<file path="src/rtl/sram_ctrl_pkg.sv">
package sram_ctrl_pkg;

  typedef enum logic [2:0] {
    ST_IDLE  = 3'd0,
    ST_RD    = 3'd1,
    ST_TURN  = 3'd2,
    ST_WSET  = 3'd3,
    ST_WPUL  = 3'd4,
    ST_WHOLD = 3'd5
  } seq_state_e;

  // Access time (address/chip-enable to valid, also the cycle time) per grade.
  function automatic int unsigned grade_access_ns(input int unsigned grade);
    case (grade)
      0:       return 20;
      1:       return 25;
      2:       return 30;
      3:       return 35;
      default: return 45;
    endcase
  endfunction

  // Output-enable to high impedance per grade.
  function automatic int unsigned grade_release_ns(input int unsigned grade);
    case (grade)
      0:       return 8;
      1:       return 10;
      2:       return 15;
      3:       return 20;
      default: return 25;
    endcase
  endfunction

  // Whole clock cycles covering a time, at least one.
  function automatic int unsigned cycles_for(input int unsigned t_ns,
                                             input int unsigned clk_ns);
    int unsigned c;
    c = (t_ns + clk_ns - 1) / clk_ns;
    return (c < 1) ? 1 : c;
  endfunction

endpackage

</file>
<file path="src/rtl/sram_seq_ctrl.sv">
module sram_seq_ctrl
  import sram_ctrl_pkg::*;
#(
  parameter int unsigned ADDR_W  = 17,
  parameter int unsigned DATA_W  = 8,
  parameter int unsigned RD_CNT  = 3,
  parameter int unsigned TRN_CNT = 2,
  parameter int unsigned WR_CNT  = 3
) (
  input  logic              clk,
  input  logic              rst_n,
  input  logic              req_valid,
  input  logic              req_write,
  input  logic [ADDR_W-1:0] req_addr,
  input  logic [DATA_W-1:0] req_wdata,
  output logic              req_ready,
  output seq_state_e        state_d,
  output logic [ADDR_W-1:0] addr_q,
  output logic [DATA_W-1:0] wdata_q,
  output logic              cap_en
);

  localparam int unsigned MAX_CNT = (RD_CNT > WR_CNT) ?
                                    ((RD_CNT > TRN_CNT) ? RD_CNT : TRN_CNT) :
                                    ((WR_CNT > TRN_CNT) ? WR_CNT : TRN_CNT);
  localparam int unsigned CNT_W   = $clog2(MAX_CNT + 1);
  localparam logic [CNT_W-1:0] RD_LAST  = CNT_W'(RD_CNT - 1);
  localparam logic [CNT_W-1:0] TRN_LAST = CNT_W'(TRN_CNT - 1);
  localparam logic [CNT_W-1:0] WR_LAST  = CNT_W'(WR_CNT - 1);

  seq_state_e       state_q;
  logic [CNT_W-1:0] cnt_q, cnt_d;
  logic             accept;

  assign req_ready = (state_q == ST_IDLE);
  assign accept    = req_ready && req_valid;
  assign cap_en    = (state_q == ST_RD) && (cnt_q == RD_LAST);

  // Next-state logic
  always_comb begin
    state_d = state_q;
    cnt_d   = cnt_q;
    unique case (state_q)
      ST_IDLE: begin
        cnt_d = '0;
        if (accept) state_d = req_write ? ST_WSET : ST_RD;
      end
      ST_RD: begin
        if (cnt_q == RD_LAST) begin
          state_d = ST_TURN;
          cnt_d   = '0;
        end else begin
          cnt_d = cnt_q + 1'b1;
        end
      end
      ST_TURN: begin
        if (cnt_q == TRN_LAST) begin
          state_d = ST_IDLE;
          cnt_d   = '0;
        end else begin
          cnt_d = cnt_q + 1'b1;
        end
      end
      ST_WSET: begin
        state_d = ST_WPUL;
        cnt_d   = '0;
      end
      ST_WPUL: begin
        if (cnt_q == WR_LAST) begin
          state_d = ST_WHOLD;
          cnt_d   = '0;
        end else begin
          cnt_d = cnt_q + 1'b1;
        end
      end
      ST_WHOLD: state_d = ST_IDLE;
      default:  state_d = ST_IDLE;
    endcase
  end

  // State registers
  always_ff @(posedge clk or negedge rst_n) begin
    if (!rst_n) begin
      state_q <= ST_IDLE;
      cnt_q   <= '0;
    end else begin
      state_q <= state_d;
      cnt_q   <= cnt_d;
    end
  end

  // Request capture, enabled on acceptance only
  always_ff @(posedge clk or negedge rst_n) begin
    if (!rst_n) begin
      addr_q  <= '0;
      wdata_q <= '0;
    end else if (accept) begin
      addr_q  <= req_addr;
      wdata_q <= req_wdata;
    end
  end

endmodule

</file>
<file path="src/rtl/sram_pin_drv.sv">
module sram_pin_drv
  import sram_ctrl_pkg::*;
#(
  parameter bit HAS_SEL = 1'b1
) (
  input  logic       clk,
  input  logic       rst_n,
  input  seq_state_e state_d,
  output logic       ce_n,
  output logic       sel,
  output logic       we_n,
  output logic       oe_n,
  output logic       dq_oe
);

  logic selected_d, we_n_d, oe_n_d, drv_d;

  // Decode the upcoming state into the pin levels it needs.
  always_comb begin
    selected_d = (state_d == ST_RD)   || (state_d == ST_WSET) ||
                 (state_d == ST_WPUL) || (state_d == ST_WHOLD);
    we_n_d     = (state_d != ST_WPUL);
    oe_n_d     = (state_d != ST_RD);
    drv_d      = (state_d == ST_WSET) || (state_d == ST_WPUL) ||
                 (state_d == ST_WHOLD);
  end

  always_ff @(posedge clk or negedge rst_n) begin
    if (!rst_n) begin
      ce_n  <= 1'b1;
      we_n  <= 1'b1;
      oe_n  <= 1'b1;
      dq_oe <= 1'b0;
    end else begin
      ce_n  <= ~selected_d;
      we_n  <= we_n_d;
      oe_n  <= oe_n_d;
      dq_oe <= drv_d;
    end
  end

  generate
    if (HAS_SEL) begin : g_sel
      always_ff @(posedge clk or negedge rst_n) begin
        if (!rst_n) sel <= 1'b0;
        else        sel <= selected_d;
      end
    end else begin : g_nosel
      assign sel = 1'b1;
    end
  endgenerate

endmodule

</file>
<file path="src/rtl/sram_rd_capture.sv">
module sram_rd_capture #(
  parameter int unsigned DATA_W = 8
) (
  input  logic              clk,
  input  logic              rst_n,
  input  logic              cap_en,
  input  logic [DATA_W-1:0] dq_in,
  output logic              rvalid,
  output logic [DATA_W-1:0] rdata
);

  always_ff @(posedge clk or negedge rst_n) begin
    if (!rst_n) begin
      rvalid <= 1'b0;
      rdata  <= '0;
    end else begin
      rvalid <= cap_en;
      if (cap_en) rdata <= dq_in;
    end
  end

endmodule

</file>
<file path="src/rtl/sram_rw_ctrl.sv">
module sram_rw_ctrl
  import sram_ctrl_pkg::*;
#(
  parameter int unsigned ADDR_W        = 17,
  parameter int unsigned DATA_W        = 8,
  parameter int unsigned CLK_PERIOD_NS = 10,
  parameter int unsigned SPEED_GRADE   = 1,
  parameter bit          HAS_SEL       = 1'b1
) (
  input  logic              clk,
  input  logic              rst_n,
  input  logic              req_valid,
  output logic              req_ready,
  input  logic              req_write,
  input  logic [ADDR_W-1:0] req_addr,
  input  logic [DATA_W-1:0] req_wdata,
  output logic              rsp_valid,
  output logic [DATA_W-1:0] rsp_rdata,
  output logic [ADDR_W-1:0] mem_addr,
  output logic              mem_ce_n,
  output logic              mem_sel,
  output logic              mem_we_n,
  output logic              mem_oe_n,
  output logic [DATA_W-1:0] mem_dq_out,
  output logic              mem_dq_oe,
  input  logic [DATA_W-1:0] mem_dq_in
);

  localparam int unsigned ACC_NS  = grade_access_ns(SPEED_GRADE);
  localparam int unsigned REL_NS  = grade_release_ns(SPEED_GRADE);
  localparam int unsigned RD_CNT  = cycles_for(ACC_NS, CLK_PERIOD_NS);
  localparam int unsigned WR_CNT  = cycles_for(ACC_NS, CLK_PERIOD_NS);
  localparam int unsigned TRN_CNT = cycles_for(REL_NS, CLK_PERIOD_NS);

  logic       rst_meta_n, rst_sync_n;
  seq_state_e state_d;
  logic       cap_en;

  // Reset: asserted at once, released on the second clock edge.
  always_ff @(posedge clk or negedge rst_n) begin
    if (!rst_n) begin
      rst_meta_n <= 1'b0;
      rst_sync_n <= 1'b0;
    end else begin
      rst_meta_n <= 1'b1;
      rst_sync_n <= rst_meta_n;
    end
  end

  sram_seq_ctrl #(
    .ADDR_W (ADDR_W),
    .DATA_W (DATA_W),
    .RD_CNT (RD_CNT),
    .TRN_CNT(TRN_CNT),
    .WR_CNT (WR_CNT)
  ) u_seq (
    .clk      (clk),
    .rst_n    (rst_sync_n),
    .req_valid(req_valid),
    .req_write(req_write),
    .req_addr (req_addr),
    .req_wdata(req_wdata),
    .req_ready(req_ready),
    .state_d  (state_d),
    .addr_q   (mem_addr),
    .wdata_q  (mem_dq_out),
    .cap_en   (cap_en)
  );

  sram_pin_drv #(
    .HAS_SEL(HAS_SEL)
  ) u_pins (
    .clk    (clk),
    .rst_n  (rst_sync_n),
    .state_d(state_d),
    .ce_n   (mem_ce_n),
    .sel    (mem_sel),
    .we_n   (mem_we_n),
    .oe_n   (mem_oe_n),
    .dq_oe  (mem_dq_oe)
  );

  sram_rd_capture #(
    .DATA_W(DATA_W)
  ) u_cap (
    .clk   (clk),
    .rst_n (rst_sync_n),
    .cap_en(cap_en),
    .dq_in (mem_dq_in),
    .rvalid(rsp_valid),
    .rdata (rsp_rdata)
  );

endmodule

</file>
<file path="config.mk">
export PLATFORM = sky130hd
export DESIGN_NAME = sram_rw_ctrl
export DESIGN_NICKNAME = d
export VERILOG_FILES = /design/src/rtl/sram_ctrl_pkg.sv /design/src/rtl/sram_seq_ctrl.sv /design/src/rtl/sram_pin_drv.sv /design/src/rtl/sram_rd_capture.sv /design/src/rtl/sram_rw_ctrl.sv
export SDC_FILE = /design/constraint.sdc
export NUM_CORES = 1
export LEC_CHECK = 0
export BUFFER_PORTS_ARGS = -buffer_cell sky130_fd_sc_hd__buf_2
export CAP_MARGIN = 20
export CELL_PAD_IN_SITES_DETAIL_PLACEMENT = 1
export CELL_PAD_IN_SITES_GLOBAL_PLACEMENT = 1
export CORE_UTILIZATION = 30
export DETAILED_ROUTE_END_ITERATION = 10
export PLACE_DENSITY_LB_ADDON = 0.05
export SLEW_MARGIN = 30
export SYNTH_ARGS = -nofsm -noshare
export SYNTH_HDL_FRONTEND = slang
export SYNTH_SLANG_ARGS = --single-unit
</file>
<file path="constraint.sdc">
create_clock -name clk -period 3.1 [get_ports clk]
set_clock_uncertainty 0.15 [all_clocks]
set_input_delay 0.155 -clock clk [delete_from_list [all_inputs] [get_ports clk]]
set_output_delay 0.155 -clock clk [all_outputs]
set_load 0.02 [all_outputs]
</file>
After elaboration in Yosys (flattened, before gate mapping) --
Index checks and enable logic that the tools add are counted. W data, S select, Z words.
Storage, ports and cells: register bits after elaboration 46, logic and storage cells 47, output and inout bits 40, bits of input ports 37
Operators by class: reductions and logical operators 12, multiplexer cells 9, eq/ne operators 11, add/sub/neg operators 1, bitwise gates (word level) 1
Operators with widths (count):
- $pmux W3 S5 | 1
- $mux W3 | 4
- $eq A3 B2 Y1 const B | 3
- $eq A3 B3 Y1 const B | 3
- $eq A3 B1 Y1 const B | 2
- $mux W2 | 3
- $pmux W2 S3 | 1
- $logic_or A1 B1 Y1 | 5
- $reduce_or A2 Y1 | 2
- $logic_not A3 Y1 | 1
- $ne A3 B1 Y1 const B | 1
- $ne A3 B3 Y1 const B | 1
- $reduce_bool A3 Y1 | 1
- $add A2 B1 Y2 const B | 1
- $eq A2 B2 Y1 const B | 1
- $logic_and A1 B1 Y1 | 2
- $logic_not A2 Y1 | 1
- $not A1 Y1 | 1

Depth between registers and ports, before layout --
word-level depth 9, gate-level depth with buffers 5

Modules after synthesis --
Synthesis repeated with hierarchy kept, for this count alone.
Unflattened totals: cell total of the unflattened synthesis 125, area, all modules 1886.8 µm²
By module, submodules not included:
- sram_seq_ctrl | seq. area each 750.7 µm², area each 1297.5 µm², cells each 92, times used 1
- sram_rd_capture | seq. area each 225.2 µm², area each 356.6 µm², cells each 18, times used 1
- sram_pin_drv | seq. area each 128.9 µm², area each 178.9 µm², cells each 12, times used 1
- sram_rw_ctrl | seq. area each 50.0 µm², area each 53.8 µm², cells each 3, times used 1

Worst setup path before layout --
OpenSTA, ideal clock, no wires.
path type register to register, start point reg u_seq.state_q[2], end point reg u_seq.addr_q[10], setup slack 1.336 ns, stages on the path, launching flop included 5, setup time 0.125 ns, data arrival time 1.489 ns, data required time 2.825 ns, path buffers 2, cells stage by stage dfrtp_1 buf_6 nor4b_4 buf_6 mux2_2
Between the ends: word-level cells in the longest chain between the ends 2
RTL lines:
- from (decl) | line sram_seq_ctrl.sv:31 | seq_state_e state_q;
- from (signal assigned) | line sram_seq_ctrl.sv:87 | state_q <= state_d;
- $logic_not A3 Y1 | line sram_seq_ctrl.sv:35 | assign req_ready = (state_q == ST_IDLE);
- $logic_and A1 B1 Y1 | line sram_seq_ctrl.sv:36 | assign accept = req_ready && req_valid;
- to (signal assigned) | line sram_seq_ctrl.sv:98 | addr_q <= req_addr;
- to (decl) | line sram_seq_ctrl.sv:18 | output logic [ADDR_W-1:0] addr_q,
Every way passes these cells. A chain may end at the register's enable or synchronous reset.

Worst setup path in the final report --
start point reg u_seq.cnt_q[0], end point reg u_cap.rdata[0]
Between the ends: word-level cells in the longest chain between the ends 2
RTL lines:
- from (decl) | line sram_seq_ctrl.sv:32 | logic [CNT_W-1:0] cnt_q, cnt_d;
- from (signal assigned) | line sram_seq_ctrl.sv:88 | cnt_q <= cnt_d;
- $eq A2 B2 Y1 | line sram_seq_ctrl.sv:37 | assign cap_en = (state_q == ST_RD) && (cnt_q == RD_LAST);
- $logic_and A1 B1 Y1 | line sram_seq_ctrl.sv:37
- net cap_en | line sram_rw_ctrl.sv:37 | logic cap_en;
- to (signal assigned) | line sram_rd_capture.sv:18 | if (cap_en) rdata <= dq_in;
- to (decl) | line sram_rd_capture.sv:9 | output logic [DATA_W-1:0] rdata
The timed path passes the listed nets, and every way through them passes these cells.

==> impl_metrics.ini <==
[yosys]
synth.avg_cell_area_sq_um = 14.5
postSynthCellCount = 129
synth.distinct_cells = 27
synth_edf_count = 0
synthFlopType = dfrtp_1
synth_fp_nets = 170
async_flop_share = 1.00
yosysWarnings = 0
synth_area_sq_um = 1870
ys_seq_area_frac = 0.617
synth_seq_cells = 46

[cts]
post_cts_buffers = 0
path_clk_slew_ps = 90
numCtsBuffers = 5
htreeDepth = 2
cts_tree = done
clock_sinks = 46
clock_latency_ps = 300
cts_resized = 0
clk_path_buf_depth = 2
cts.hold.buffers_added = 35
root_buffer = clkbuf_8

[timing]
setup_viol = 0
relSlewSlack = 0.602
fin_crit_ps = 1940
fin_crit_sh = 0.626
setup_tns_ps = 0
final_hold_viol_count = 0
max_freq_ghz = 0.516
whs_ps = 8.89
fin_ws_ps = 1160
tightestPinTransition_ps = 597
rsz0062_at_grt = false
drv_slew = 0

[floorplanning]
ios = 77
die-area_sq_um = 6560
core.rowCount = 28
die_h_um = 81.0
die_width_um = 81.0
start_util = 0.314
core-area_sq_um = 5960

[worst_setup_path]
start_kind = flop
cp_max_fo = 9
r2r_start = u_seq.cnt_q[0]
r2r_slack_ps = 1160
regToRegEndpoint = u_cap.rdata[0]
endpoint_kind = flop
worstSetupPathType = flop to flop
crit_required_ps = 3140
worst_ep_arrival_time_ps = 1980
reg2reg_depth = 5
crit_start = u_seq.cnt_q[0]
worstSetupEndpoint = u_cap.rdata[0]

[hold_path]
hp-class = primary input to asynchronous set/reset pin

[layout]
drive_gt1_frac = 0.512
antenna_cells = 0
fin_area_sq_um = 2780
nNetsFinal = 284
fillerInstances = 648
area_delta_synth_final_pct = 48.6

[place]
dpl_worst_slack_ps = 1130
dpl.hpwl_mm = 2.98
place.gp.congestion = 0.712
port_buffers = 76
placed_area_sq_um = 2320

[grt]
global_route.overflow_total = 0
grt_pass1_wl_mm = 6.94
grt_start_max_net_pins = 45
antenna_found_initial = 0
grt_pass1_vias = 1447
grt_usage = 0.141

[route]
vias_per_cell = 4.35
firstDrtPassIters = 4
ant_nets = 0
drtIter0Drc = 26
vias = 1387
drt_wl_total_mm = 4.39
post_drt_wl_per_cell_um = 13.7
drc_errors = 0

[flow_run]
maxCapViolCount = 0

[power]
vdd_drop_max_v = 0.000389
p_per_area_nw_per_um2 = 1020
power_leakage_nw = 1.32

[outcome]
status = finished, final reports clean
## worst min-delay path by stage
stage	cells after the start	start	slack, ps	to
3_5_place_dp	1	rst_n	-210	rst_meta_n
4_1_cts	2	rst_n	30	rst_sync_n
6_report	2	rst_n	9	rst_meta_n
2_1_floorplan	0	rst_n	-290	rst_meta_n
3_3_place_gp	1	rst_n	-210	rst_meta_n
5_1_grt	2	rst_n	3	rst_meta_n
## state kept, by name, summed over array words and instances (netlist names), 2 cells and up
| name | count |
|---|---|
| u_cap.rdata | 8 |
| u_seq.addr_q | 17 |
| u_seq.cnt_q | 2 |
| u_seq.state_q | 3 |
| u_seq.wdata_q | 8 |
## area by class of cell
type | count | area, sq um | share of cell area
Multi-Input combinational cell | 72 | 652 | 0.234
Clock inverter | 3 | 43.8 | 0.0157
Sequential cell | 46 | 1160 | 0.417
Timing Repair Buffer | 113 | 746 | 0.268
Clock buffer | 5 | 68.8 | 0.0247
Tap cell | 75 | 93.8 | 0.0337
Inverter | 5 | 18.8 | 0.00675
## layout by cell type, fill, tap and decap left out, types with 4 or more instances in the layout
cell	n
ha_1	4
clkbuf_8	5
dfrtp_1	42
nor2_1	5
buf_2	76
dlygate4sd3_1	35
mux2_2	32
inv_1	5
a21oi_1	4
## power by group
group	internal (mW)	switching (mW)	total (mW)
clock network	0.242	0.204	0.445
logic	0.582	0.702	1.28
registers	0.898	0.205	1.10
total	1.72	1.11	2.83
## cell usage after synthesis, drive strengths merged (2+ instances only)
| cell type | number | area share |
|---|---|---|
| a221oi | 2 | 0.0094 |
| nor2b | 3 | 0.010 |
| o21ai | 3 | 0.0080 |
| nor3 | 3 | 0.014 |
| nor2 | 5 | 0.010 |
| ha | 4 | 0.027 |
| clkbuf | 2 | 0.0040 |
| inv | 5 | 0.010 |
| dfstp | 3 | 0.042 |
| a21oi | 4 | 0.011 |
| dfrtp | 43 | 0.57 |
| mux2 | 33 | 0.20 |
| nand2 | 3 | 0.0060 |
| buf | 4 | 0.021 |
| mux2i | 2 | 0.011 |
| nand2b | 2 | 0.0067 |
## kinds of logic after synthesis
kind of cell             Yosys count  synth area share
flip-flops                        46             0.617
other                              1           0.00200
buffers and inverters             11            0.0348
multiplexers                      35             0.209
AO/OA/AOI/OAI                     12            0.0408
AND/OR/NAND/NOR                   20            0.0695
adder cells (fa/ha/maj)            4            0.0267
## critical path, stage by stage, from the launching register on
cell	delay, ps
dfrtp_1	400
inv_1	110
ha_1	250
nand2_1	150
nor3_4	380
mux2_2	390
## metrics by stage
step	utilization	total power, mW	instances
finish	0.467	2.83	319
CTS	0.467	2.88	319
global route	0.467	3.04	319
floorplan	-	1.98	129
global placement	0.389	2.34	276
detailed placement	0.389	2.39	276
## layer usage
layer | track usage | part of all wire
met1 | 0.173 | 0.42
met2 | 0.247 | 0.51
met3 | 0.0348 | 0.056
met4 | 0.0375 | 0.0093
met5 | 0 | 0
Power figures use the tool's default switching activity.
